**src/rtl/gcd_pkg.sv**
```systemverilog
package gcd_pkg;
  localparam int GCD_OP_W      = 16;
  localparam int GCD_Q_DEPTH   = 2;

  typedef enum logic [1:0] {
    ST_IDLE = 2'd0,
    ST_CALC = 2'd1,
    ST_DONE = 2'd2
  } gcd_state_e;
endpackage

```
**src/rtl/gcd_fifo.sv**
```systemverilog
module gcd_fifo #(
  parameter int WIDTH = 32,
  parameter int DEPTH = 2
) (
  input  logic             clk_i,
  input  logic             rst_ni,
  input  logic             push_i,
  input  logic [WIDTH-1:0] data_i,
  input  logic             pop_i,
  output logic [WIDTH-1:0] data_o,
  output logic             empty_o,
  output logic             full_o
);
  localparam int PTR_W = (DEPTH > 1) ? $clog2(DEPTH) : 1;
  localparam int CNT_W = $clog2(DEPTH + 1);

  logic [WIDTH-1:0] mem_q [DEPTH];
  logic [PTR_W-1:0] wr_ptr_q, rd_ptr_q;
  logic [CNT_W-1:0] cnt_q;

  function automatic logic [PTR_W-1:0] bump(input logic [PTR_W-1:0] p);
    return (p == PTR_W'(DEPTH - 1)) ? '0 : p + 1'b1;
  endfunction

  always_ff @(posedge clk_i or negedge rst_ni) begin
    if (!rst_ni) begin
      wr_ptr_q <= '0;
      rd_ptr_q <= '0;
      cnt_q    <= '0;
    end else begin
      if (push_i) wr_ptr_q <= bump(wr_ptr_q);
      if (pop_i)  rd_ptr_q <= bump(rd_ptr_q);
      case ({push_i, pop_i})
        2'b10:   cnt_q <= cnt_q + 1'b1;
        2'b01:   cnt_q <= cnt_q - 1'b1;
        default: cnt_q <= cnt_q;
      endcase
    end
  end

  always_ff @(posedge clk_i) begin
    if (push_i) mem_q[wr_ptr_q] <= data_i;
  end

  assign data_o  = mem_q[rd_ptr_q];
  assign empty_o = (cnt_q == '0);
  assign full_o  = (cnt_q == CNT_W'(DEPTH));


  no_overflow_chk: assert property (@(posedge clk_i) disable iff (!rst_ni)
    push_i |-> !full_o);

  no_underflow_chk: assert property (@(posedge clk_i) disable iff (!rst_ni)
    pop_i |-> !empty_o);
endmodule

```
**src/rtl/gcd_step.sv**
```systemverilog
module gcd_step #(
  parameter int W = 16
) (
  input  logic [W-1:0] a_i,
  input  logic [W-1:0] b_i,
  output logic [W-1:0] a_o,
  output logic [W-1:0] b_o,
  output logic         done_o
);
  always_comb begin
    done_o = (b_i == '0);
    if (a_i < b_i) begin
      a_o = b_i;
      b_o = a_i;
    end else begin
      a_o = a_i - b_i;
      b_o = b_i;
    end
  end
endmodule

```
**src/rtl/gcd_core.sv**
```systemverilog
module gcd_core
  import gcd_pkg::*;
#(
  parameter int W = 16
) (
  input  logic         clk_i,
  input  logic         rst_ni,
  input  logic         req_avail_i,
  input  logic [W-1:0] req_a_i,
  input  logic [W-1:0] req_b_i,
  output logic         req_pop_o,
  input  logic         res_full_i,
  output logic         res_push_o,
  output logic [W-1:0] res_data_o
);
  gcd_state_e  state_q, state_d;
  logic [W-1:0] a_q, b_q, a_nxt, b_nxt;
  logic         step_done;

  gcd_step #(.W(W)) i_step (
    .a_i    (a_q),
    .b_i    (b_q),
    .a_o    (a_nxt),
    .b_o    (b_nxt),
    .done_o (step_done)
  );

  always_comb begin
    state_d    = state_q;
    req_pop_o  = 1'b0;
    res_push_o = 1'b0;
    case (state_q)
      ST_IDLE: if (req_avail_i && !res_full_i) begin
        req_pop_o = 1'b1;
        state_d   = ST_CALC;
      end
      ST_CALC: if (step_done) state_d = ST_DONE;
      ST_DONE: if (!res_full_i) begin
        res_push_o = 1'b1;
        state_d    = ST_IDLE;
      end
      default: state_d = ST_IDLE;
    endcase
  end

  always_ff @(posedge clk_i or negedge rst_ni) begin
    if (!rst_ni) begin
      state_q <= ST_IDLE;
      a_q     <= '0;
      b_q     <= '0;
    end else begin
      state_q <= state_d;
      if (req_pop_o) begin
        a_q <= req_a_i;
        b_q <= req_b_i;
      end else if (state_q == ST_CALC && !step_done) begin
        a_q <= a_nxt;
        b_q <= b_nxt;
      end
    end
  end

  assign res_data_o = a_q;


  issue_gate_chk: assert property (@(posedge clk_i) disable iff (!rst_ni)
    req_pop_o |-> (req_avail_i && !res_full_i));

  done_hold_chk: assert property (@(posedge clk_i) disable iff (!rst_ni)
    (state_q == ST_DONE && res_full_i) |=> (state_q == ST_DONE && $stable(a_q)));

  zero_finish_chk: assert property (@(posedge clk_i) disable iff (!rst_ni)
    (state_q == ST_CALC && b_q == '0) |=> (state_q == ST_DONE));

  single_flight_chk: assert property (@(posedge clk_i) disable iff (!rst_ni)
    res_push_o |=> (state_q == ST_IDLE));
endmodule

```
**src/rtl/gcd_stream_unit.sv**
```systemverilog
module gcd_stream_unit
  import gcd_pkg::*;
#(
  parameter int OP_W    = GCD_OP_W,
  parameter int Q_DEPTH = GCD_Q_DEPTH
) (
  input  logic              clk_i,
  input  logic              rst_ni,
  input  logic [2*OP_W-1:0] in_data_i,
  input  logic              in_valid_i,
  output logic              in_ready_o,
  output logic [OP_W-1:0]   out_data_o,
  output logic              out_valid_o,
  input  logic              out_ready_i
);
  localparam int REQ_W = 2 * OP_W;

  logic              in_push, in_pop, in_empty, in_full;
  logic [REQ_W-1:0]  in_head;
  logic              out_push, out_pop, out_empty, out_full;
  logic [OP_W-1:0]   core_res;

  assign in_ready_o = !in_full;
  assign in_push    = in_valid_i && !in_full;

  gcd_fifo #(.WIDTH(REQ_W), .DEPTH(Q_DEPTH)) i_req_q (
    .clk_i   (clk_i),
    .rst_ni  (rst_ni),
    .push_i  (in_push),
    .data_i  (in_data_i),
    .pop_i   (in_pop),
    .data_o  (in_head),
    .empty_o (in_empty),
    .full_o  (in_full)
  );

  gcd_core #(.W(OP_W)) i_core (
    .clk_i       (clk_i),
    .rst_ni      (rst_ni),
    .req_avail_i (!in_empty),
    .req_a_i     (in_head[REQ_W-1:OP_W]),
    .req_b_i     (in_head[OP_W-1:0]),
    .req_pop_o   (in_pop),
    .res_full_i  (out_full),
    .res_push_o  (out_push),
    .res_data_o  (core_res)
  );

  gcd_fifo #(.WIDTH(OP_W), .DEPTH(Q_DEPTH)) i_res_q (
    .clk_i   (clk_i),
    .rst_ni  (rst_ni),
    .push_i  (out_push),
    .data_i  (core_res),
    .pop_i   (out_pop),
    .data_o  (out_data_o),
    .empty_o (out_empty),
    .full_o  (out_full)
  );

  assign out_valid_o = !out_empty;
  assign out_pop     = out_valid_o && out_ready_i;


  resp_hold_chk: assert property (@(posedge clk_i) disable iff (!rst_ni)
    (out_valid_o && !out_ready_i) |=> (out_valid_o && $stable(out_data_o)));

  in_block_chk: assert property (@(posedge clk_i) disable iff (!rst_ni)
    (!in_ready_o && !in_pop) |=> !in_ready_o);
endmodule

```
**config.mk**
```make
export PLATFORM = sky130hd
export DESIGN_NAME = gcd_stream_unit
export DESIGN_NICKNAME = d
export VERILOG_FILES = /design/src/rtl/gcd_pkg.sv /design/src/rtl/gcd_fifo.sv /design/src/rtl/gcd_step.sv /design/src/rtl/gcd_core.sv /design/src/rtl/gcd_stream_unit.sv
export SDC_FILE = /design/constraint.sdc
export NUM_CORES = 1
export LEC_CHECK = 0
export BUFFER_PORTS_ARGS = -buffer_cell sky130_fd_sc_hd__buf_2
export CORE_MARGIN = 10
export CORE_UTILIZATION = 25
export CTS_BUF_LIST = sky130_fd_sc_hd__clkbuf_16
export DETAILED_ROUTE_END_ITERATION = 10
export GPL_ROUTABILITY_DRIVEN = 0
export HOLD_SLACK_MARGIN = 0.08
export PLACE_DENSITY = 0.51
export SLEW_MARGIN = 20
export SYNTH_ARGS = -nofsm -noshare
export SYNTH_HDL_FRONTEND = slang
export SYNTH_SLANG_ARGS = --single-unit
```
**constraint.sdc**
```tcl
create_clock -name clk_i -period 2.4 [get_ports clk_i]
set_input_delay 0.12 -clock clk_i [delete_from_list [all_inputs] [get_ports clk_i]]
set_output_delay 0.12 -clock clk_i [all_outputs]
set_load 0.05 [all_outputs]
```
==> qor.csv, run 1 <==
metric,value,unit
reg2reg_slack,-150,ps
start_kind,flip-flop,
r2r-end,i_core.res_data_o[10],
row_count,59,
drive_gt1_share,28.1,%
grt_max_degree,67,
p_leak,3.51,nW
die_y,182,um
grt-ovfl-total,0,
tritoncts,built,
start_util,25.3,%
fin_cells,1000,
clockBufferDepth,2,
slowest_stage,dfrtp_1,
syn_inst,517,
worst_slew_pin_slew,701,ps
max_cap_viol_count,0,
synth.avg_cell_area,12.7,sq um
rsz0062_at_grt,true,
place_inst,929,
drc_errors,0,
dp_hpwl,11.2,mm
grt_use_total,9.53,%
via_count,4598,
ys_types,54,
final.min_clock_period,2550,ps
portBuffers,53,
hold_class,in -> async,
synth_seq_area_share,60.1,%
grt_pass1_vias,4809,
crit_chain,ha_4 > fa_2 > and2b_1 > o2111ai_2 > a211oi_4 > buf_4 > o211ai_4 > a211o_1 > o221ai_2,
setup_viol,32,
finClkSkew,8.89,ps
firstDrtPassIters,5,
antenna_found_initial,0,
dieArea,0.0331,sq mm
arrival,2880,ps
crit_type,reg -> reg,
ant_nets,0,
fin_ws,-145,ps
clk_latency,410,ps
yosys_warnings,0,
io_pins,54,
hold_violations,0,
clkTransAtPathRegs,60,ps
drt_wl_total,15.7,mm
diodes,0,
netlist_area,0.00655,sq mm
synth_area_leader_cell,edfxtp_1,
die_w,182,um
coreArea,0.0259,sq mm
htree_levels,4,
synth_edf_count,96,
area_growth,31.4,%
synth-seq-cells,138,
async_reset_ff_share,30.4,%
via_per_inst,4.60,
ys.flop_type,edfxtp_1,
outcome,finished with violations,
rr_startpoint,i_core.b_q[0],
violations,setup timing,
finalMaxSlewViolations,0,
slew-limit-headroom,53.3,%
layout.nets,709,
cts_made_buffers,17,
crit_fanout,6,
period_share,106,%
synth_area_leaders,"edfxtp_1 (44%), dfrtp_1 (16%), mux2i_1 (5.0%), ha_1 (3.4%), a31oi_1 (3.1%)",
max_freq,0.393,GHz
cpPeakStageDelay,420,ps
synth.most_common_cell,edfxtp_1,
reg2reg_depth,9,
fin_setup_tns,-3270,ps
wl_per_cell,15.7,um
synth_fp_nets,572,
cts.sinks,138,
peakVddDrop,0.701,mV
cts-root-buf,clkbuf_16,
synth_common_cells,"edfxtp_1 (96), dfrtp_1 (42), nor2_1 (42), mux2i_1 (33), nand2_1 (33)",
power.density,1570,mW/mm^2
grt_pass1_wl,25.5,mm
yosysTopAreaCellShare,44.0,%
crit_path_end_kind,flip-flop,
required,2730,ps
drtIter0Drc,295,
[final cells by class]
cell class                      instances  area (sq um)
Clock buffer                           17           425
Clock inverter                         13           155
Fill cell                            2530         17300
Inverter                               22          82.6
Multi-Input combinational cell        327          2470
Sequential cell                       138          3940
Tap cell                              335           419
Timing Repair Buffer                  148          1110
[sequential cells by signal, summed over array words and instances, names as in the netlist]
register / flops
i_req_q.wr_ptr_q: 1
i_req_q.cnt_q: 2
i_core.res_data_o: 16
i_res_q.cnt_q: 2
i_core.state_q: 2
i_res_q.wr_ptr_q: 1
i_res_q.mem_q: 32
i_core.b_q: 16
i_req_q.mem_q: 64
i_req_q.rd_ptr_q: 1
i_res_q.rd_ptr_q: 1
[cells in the final DEF, fill, tap and decap left out, types with 4 or more instances in the layout]
cell / count
a21o_1: 6
nor4_1: 6
inv_1: 22
nand4_1: 15
nor2_1: 41
buf_4: 54
a31oi_1: 31
buf_2: 53
ha_1: 17
xor2_1: 7
clkbuf_16: 17
a211o_2: 6
dlygate4sd3_1: 35
a211o_1: 12
a21oi_1: 10
edfxtp_1: 96
o21ai_0: 8
o311ai_1: 8
o21a_1: 5
xnor2_1: 11
nand2b_1: 9
o211ai_1: 6
dfrtp_1: 41
mux2_2: 16
nand3_1: 6
nand2_1: 33
mux2i_1: 33
clkinv_2: 4
[cell families after synthesis]
logic type / after synthesis / synth area share, %
adders and majority gates: 19 / 3.75
buffers and inverters: 52 / 3.40
muxes: 49 / 7.80
DFF: 138 / 60.1
AOI/OAI and AO/OA: 115 / 13.4
and+or+nand+nor: 126 / 9.19
xor gates and xnor gates: 18 / 2.41
[where the power goes]
group	internal [mW]	switching, mW
sequential	3.32	0.402
combinational	3.14	4.07
clock	1.61	0.970
total	8.08	5.44
[worst max-delay path, delay by kind of cell, from the launching register on]
family / cells / cell delay, ps
adders and majority gates: 2 / 570
DFF: 1 / 420
buffers and inverters: 1 / 160
AOI/OAI and AO/OA: 5 / 1080
and+or+nand+nor: 1 / 230
[stage by stage]
stage	total power [mW]	area, sq um	utilization [%]	hold WS, ps	setup WS, ps
2_1_floorplan	8.35	6560	-	-176	-63.1
3_3_place_gp	10.4	7550	29.1	191	-131
3_5_place_dp	10.5	7550	29.1	194	-156
4_1_cts	13.3	8500	32.8	284	-127
5_1_grt	14.5	8600	33.2	333	-274
6_report	13.5	8600	33.2	271	-145
[per-layer routing]
metal,share of wire [%],GRT usage (%),wire length (um)
met1,49,13.2,7750
met2,45,14.2,7080
met4,1.2,3.09,195
met3,4.1,2.27,646
met5,0,0,0
[what timing repair did]
action                                 in CTS  in global routing
endpoints found under the hold margin      92                  0
pin swaps                                   7                 19
buffers inserted                            2                  6
setup endpoints to repair                  32                 32
hold buffers                               35                  0
gates resized for setup                    10                 13
[worst max path at each step]
stage,startpoint,end,slack [ps],depth (start not counted)
after floorplan,i_core.res_data_o[0],i_core.b_q[0],-60,10
after global placement,i_core.res_data_o[0],i_core.res_data_o[15],-130,10
after detailed placement,i_core.b_q[0],i_core.res_data_o[15],-160,9
after CTS,i_core.b_q[0],i_core.b_q[2],-130,8
after global routing,i_core.b_q[0],i_core.res_data_o[10],-270,9
final,i_core.b_q[0],i_core.res_data_o[10],-150,9
No activity file was read; power rests on OpenSTA's default activity.
==> run 2: changes to the inputs <==
--- a/config.mk
+++ b/config.mk
@@ -5,14 +5,14 @@
 export SDC_FILE = /design/constraint.sdc
 export NUM_CORES = 1
 export LEC_CHECK = 0
-export BUFFER_PORTS_ARGS = -buffer_cell sky130_fd_sc_hd__buf_2
+export BUFFER_PORTS_ARGS = -buffer_cell sky130_fd_sc_hd__buf_4
 export CORE_MARGIN = 10
 export CORE_UTILIZATION = 25
 export CTS_BUF_LIST = sky130_fd_sc_hd__clkbuf_16
 export DETAILED_ROUTE_END_ITERATION = 10
 export GPL_ROUTABILITY_DRIVEN = 0
 export HOLD_SLACK_MARGIN = 0.08
-export PLACE_DENSITY = 0.51
+export PLACE_DENSITY = 0.5
 export SLEW_MARGIN = 20
 export SYNTH_ARGS = -nofsm -noshare
 export SYNTH_HDL_FRONTEND = slang
==> constraint.sdc (replaced) <==
create_clock -name clk_i -period 2.5 [get_ports clk_i]
set_input_delay 0.125 -clock clk_i [delete_from_list [all_inputs] [get_ports clk_i]]
set_output_delay 0.125 -clock clk_i [all_outputs]
set_load 0.05 [all_outputs]
==> run 2 against run 1 <==
Effect of this change: the run still ends with setup timing left; cell count fell by 0.50%; critical path depth rose by 3; sequential share of layout area fell by 1.0 points; routed wire length rose by 2.7%; flip-flop and latch count did not move; hold slack got worse by 32 ps; non-clock buffer count fell by 7; critical endpoint is now i_core.b_q[3]; clock skew rose by 0.90 ps; worst setup slack improved by 76 ps; fmax fell by 0.95%; clock power rose by 3%; design area rose by 2.3%.
==> qor.csv, run 2 (synthesis gave the netlist of run 1 again) <==
metric,value,unit,change
firstDrtPassIters,5,,unchanged
nFillCells,2499,,-1.2%
hold_class,in -> async,,
via_per_inst,4.65,,+1.0%
layout_common_cells,"buf_4 (98), edfxtp_1 (96), nor2_1 (41), dfrtp_1 (41), dlygate4sd3_1 (35)",,
start_kind,flip-flop,,
layout_commonest_cell,buf_4,,
antenna_found_initial,0,,unchanged
crit_path_end_kind,flip-flop,,
tritoncts,built,,
cts_made_buffers,17,,unchanged
die_w,182,um,unchanged
max_cap_viol_count,0,,unchanged
fin_hold_ws,239,ps,-32.2 ps
worst_path_most_repeated_cell,buf_12,,
outcome,finished with violations,,
htree_levels,4,,unchanged
rsz0062_at_grt,true,,
layout.nets,702,,-0.99%
required,2810,ps,+80 ps
grt_max_degree,47,,-30%
clkTransAtPathRegs,60,ps,about the same
diodes,0,,unchanged
reg.largest.list,"i_req_q.mem_q (64), i_res_q.mem_q (32)",,
crit_type,reg -> reg,,
hold_violations,0,,unchanged
p_leak,3.57,nW,+1.8%
max_freq,0.389,GHz,-0.95%
io_pins,54,,unchanged
cpLargestDelayFamily,compound AO/OA/AOI/OAI gates,,
worst_slew_pin_slew,672,ps,-29.0 ps
dieArea,0.0331,sq mm,unchanged
grt_use_total,9.86,%,+0.34 points
finalMaxSlewViolations,0,,unchanged
drt_wl_total,16.1,mm,+2.7%
drive_gt1_share,27.7,%,-0.39 points
crit_chain,inv_1 > ha_2 > fa_2 > and2b_2 > o2111ai_4 > a211oi_4 > buf_4 > o211ai_4 > buf_12 > buf_12 > a31oi_1 > a211o_2,,
portBuffers,53,,unchanged
multiInputGateArea,0.00249,sq mm,+0.81%
grt_pass1_vias,4720,,-1.9%
violations,setup timing,,
die_y,182,um,unchanged
largest_reg_flops,64,,unchanged
row_count,59,,unchanged
cts.sinks,138,,unchanged
coreArea,0.0259,sq mm,unchanged
arrival,2880,ps,about the same
largest-register,i_req_q.mem_q,,
slew-limit-headroom,55.2,%,+1.9 points
period_share,103,%,-3.3 points
area_growth,34.5,%,
setup_viol,20,,-38%
cpPeakStageDelay,380,ps,-40 ps
start_util,25.3,%,unchanged
fin_ws,-69.9,ps,+75.5 ps
cts-root-buf,clkbuf_16,,
slowest_stage,dfrtp_1,,
wl_per_cell,16.2,um,+3.2%
drtIter0Drc,268,,-9.2%
peakVddDrop,0.702,mV,+0.23%
finClkSkew,9.80,ps,+0.903 ps
clockBufferDepth,2,,unchanged
grt-ovfl-total,0,,unchanged
final.min_clock_period,2570,ps,+24.5 ps
via_count,4623,,+0.54%
drc_errors,0,,unchanged
ant_nets,0,,unchanged
crit_fanout,13,,+7
path_buf_inv,4,,+3
dp_hpwl,11.4,mm,+1.7%
clk_latency,430,ps,+20 ps
seqCellArea,0.00394,sq mm,unchanged
power.density,1520,mW/mm^2,-3.1%
grt_pass1_wl,26.2,mm,+2.7%
fin_setup_tns,-476,ps,+2790 ps
-- run 2: path summary, 6_finish.rpt --
| check | from | slack, ps | cells past startpoint | end |
|---|---|---|---|---|
| min reg2reg | i_res_q.cnt_q[1] | 490 | 1 | i_res_q.cnt_q[1] |
| max in group asynchronous | rst_ni | 1840 | 2 | i_req_q.rd_ptr_q |
| max reg2reg | i_core.res_data_o[0] | -70 | 12 | i_core.b_q[3] |
| max | i_core.res_data_o[0] | -70 | 12 | i_core.b_q[3] |
| min | rst_ni | 240 | 2 | i_req_q.cnt_q[0] |
| min in group clk_i | in_data_i[23] | 420 | 2 | i_req_q.mem_q[0][23] |
-- run 2: per-layer routing --
| layer | GRT usage, % | share of wire (%) | vias to the layer above |
|---|---|---|---|
| li1 | - | - | 2226 |
| met1 | 13.6 | 48 | 2210 |
| met2 | 14.4 | 45 | 165 |
| met3 | 2.90 | 5.8 | 22 |
| met4 | 3.19 | 1.3 | 0 |
| met5 | 0 | 0 | - |
-- run 2: timing repair --
action | CTS | global route
buffers inserted | 5 | 1
gates resized for setup | 18 | 7
hold endpoints to repair | 108 | 0
pin swaps | 12 | 2
hold buffers | 35 | 0
gates cloned | 1 | 1
setup endpoints to repair | 26 | 32
-- run 2: stage by stage --
step                cells  setup WS, ps  cell area, sq um  util, %  power [mW]
floorplan             517          9.39              6550        -        8.01
global placement      920         -49.1              7600     29.3        9.94
detailed placement    920          -124              7600     29.3        10.1
CTS                   993         -76.4              8730     33.7        13.3
global route          995          -181              8800     34.0        14.3
finish                995         -69.9              8800     34.0        13.4
-- run 2: worst register-to-register path, delay by kind of cell, from the launching register on --
kind / cells / cell delay (ps)
compound gates: 5 / 960
fa+ha+maj: 2 / 380
buf+inv: 4 / 490
simple gates: 1 / 240
flops: 1 / 380
-- run 2: power breakdown --
group,internal (mW),switching [mW]
Combinational,3.15,3.96
Sequential,3.19,0.454
Clock,1.67,0.979
-- run 2: cell type report --
class                   count  share of cell area [%]
flip-flops and latches    138                    44.7
inverters                  22                   0.938
multi-input cells         327                    28.3
repair buffers            141                    14.2
well taps                 335                    4.76
clock inverters            15                    2.27
clock buffers              17                    4.83
==> run 3: changes to the inputs <==
--- a/config.mk
+++ b/config.mk
@@ -6,13 +6,15 @@
 export NUM_CORES = 1
 export LEC_CHECK = 0
 export BUFFER_PORTS_ARGS = -buffer_cell sky130_fd_sc_hd__buf_4
+export CELL_PAD_IN_SITES_DETAIL_PLACEMENT = 0
+export CELL_PAD_IN_SITES_GLOBAL_PLACEMENT = 2
 export CORE_MARGIN = 10
 export CORE_UTILIZATION = 25
 export CTS_BUF_LIST = sky130_fd_sc_hd__clkbuf_16
 export DETAILED_ROUTE_END_ITERATION = 10
 export GPL_ROUTABILITY_DRIVEN = 0
 export HOLD_SLACK_MARGIN = 0.08
-export PLACE_DENSITY = 0.5
+export PLACE_DENSITY = 0.64
 export SLEW_MARGIN = 20
 export SYNTH_ARGS = -nofsm -noshare
 export SYNTH_HDL_FRONTEND = slang
==> constraint.sdc (replaced) <==
create_clock -name clk_i -period 2.11 [get_ports clk_i]
set_input_delay 0.1055 -clock clk_i [delete_from_list [all_inputs] [get_ports clk_i]]
set_output_delay 0.1055 -clock clk_i [all_outputs]
set_load 0.05 [all_outputs]
==> run 3 against run 2 <==
Effect of this change: the flow still finishes with violations (setup timing); total power is 20% higher; clock skew is 3.1 ps lower; worst setup slack worse by 340 ps.
==> qor.csv, run 3 (synthesis gave the netlist of run 1 again) <==
metric,value,unit,change
outcome,finished with violations,,
antenna_found_initial,0,,unchanged
clk_latency,420,ps,about the same
grt_use_total,9.94,%,+0.073 points
coreArea,0.0259,sq mm,unchanged
nFillCells,2543,,+1.8%
grt_pass1_wl,26.5,mm,+1.3%
die_w,182,um,unchanged
drive_gt1_share,30.4,%,+2.7 points
via_count,4624,,+0.022%
reg2reg_depth,10,,-2
row_count,59,,unchanged
preCtsSetupSlack,-449,ps,-325 ps
cpLargestDelayFamily,compound AO/OA/AOI/OAI gates,,
p_leak,3.70,nW,+3.6%
crit_path_end_kind,flip-flop,,
fin_hold_ws,234,ps,-5.04 ps
fin_ws,-407,ps,-337 ps
area_growth,37.0,%,
ant_nets,0,,unchanged
hold_violations,0,,unchanged
wl_per_cell,15.8,um,-2.3%
cts_made_buffers,17,,unchanged
portBuffers,53,,unchanged
cts-root-buf,clkbuf_16,,
io_pins,54,,unchanged
fin_area,0.00897,sq mm,+1.9%
arrival,2820,ps,-60 ps
slowest_stage,dfrtp_1,,
finClkSkew,6.73,ps,-3.07 ps
required,2410,ps,-400 ps
max_freq,0.397,GHz,+2.1%
start_kind,flip-flop,,
slew-limit-headroom,54.8,%,-0.45 points
max_cap_viol_count,0,,unchanged
crit_type,reg -> reg,,
violations,setup timing,,
largest-register,i_req_q.mem_q,,
die_y,182,um,unchanged
cpPeakStageDelay,350,ps,-30 ps
via_per_inst,4.49,,-3.3%
clockBufferDepth,2,,unchanged
crit_chain,inv_1 > ha_2 > fa_2 > and2b_2 > o2111ai_4 > a211oi_4 > o211a_4 > nor3_4 > buf_12 > a211o_2,,
grt-ovfl-total,0,,unchanged
diodes,0,,unchanged
reg.largest.list,"i_req_q.mem_q (64), i_res_q.mem_q (32)",,
layout_commonest_cell,buf_4,,
hold_class,in -> async,,
htree_levels,4,,unchanged
layout_common_cells,"buf_4 (135), edfxtp_1 (96), nor2_1 (41), dfrtp_1 (41), dlygate4sd3_1 (35)",,
drt_wl_total,16.3,mm,+1.1%
tritoncts,built,,
grt_pass1_vias,4905,,+3.9%
crit_fanout,16,,+3
firstDrtPassIters,4,,-1
drtIter0Drc,188,,-30%
peakVddDrop,0.766,mV,+9.0%
start_util,25.3,%,unchanged
cts.sinks,138,,unchanged
clkTransAtPathRegs,60,ps,about the same
drc_errors,0,,unchanged
power.density,1800,mW/mm^2,+18%
largest_reg_flops,64,,unchanged
period_share,119,%,+16 points
p_total,16.1,mW,+20%
grt_max_degree,43,,-8.5%
cp.depth,10,,-2
finalMaxSlewViolations,0,,unchanged
dieArea,0.0331,sq mm,unchanged
worst_slew_pin_slew,675,ps,+3.74 ps
dp_hpwl,12.3,mm,+7.4%
final.min_clock_period,2520,ps,-53.3 ps
seqCellArea,0.00394,sq mm,unchanged
layout.nets,736,,+4.8%
placed_cell_area,0.00793,sq mm,+4.4%
path_buf_inv,2,,-2
multiInputGateArea,0.00246,sq mm,-1.4%
setup_viol,32,,+60%
rsz0062_at_grt,true,,
[run 3: metrics by stage]
| stage | util (%) | std cells | setup TNS, ps |
|---|---|---|---|
| 2_1_floorplan | - | 517 | -10130 |
| 3_3_place_gp | 30.6 | 959 | -10890 |
| 3_5_place_dp | 30.6 | 959 | -12870 |
| 4_1_cts | 34.5 | 1029 | -12140 |
| 5_1_grt | 34.6 | 1029 | -13380 |
| 6_report | 34.6 | 1029 | -10580 |
[run 3: area by class of cell]
type / count / share of cell area (%)
clock buffers: 17 / 4.74
clock inverters: 15 / 2.08
inverters: 22 / 0.921
multi-input cells: 327 / 27.4
flip-flops and latches: 138 / 43.9
well taps: 335 / 4.67
repair buffers: 175 / 16.3
[run 3: final timing paths]
path	from	end	slack, ps
worst min register to register	i_res_q.rd_ptr_q	i_res_q.rd_ptr_q	470
worst min-delay path	rst_ni	i_req_q.wr_ptr_q	230
worst max register to register	i_core.res_data_o[0]	i_core.b_q[1]	-410
worst max-delay path	i_core.res_data_o[0]	i_core.b_q[1]	-410
min in group clk_i	in_data_i[19]	i_req_q.mem_q[1][19]	410
max in group asynchronous	rst_ni	i_req_q.rd_ptr_q	1460
[run 3: where the power goes]
part           internal (mW)  switching, mW
sequential              3.78          0.336
clock                   1.96           1.13
combinational           4.03           4.87
[run 3: per-layer routing]
metal	GRT usage, %	wire length [um]
met1	14.2	8500
met5	0	0
met4	3.68	203
met2	14.3	6940
met3	2.15	630
[run 3: timing repair]
action,in CTS,in global routing
pin swaps,9,4
endpoints found under the hold margin,108,0
endpoints found under the setup margin,32,32
setup buffers,3,1
hold buffers,35,0
gates cloned,0,0
resized for setup,2,11
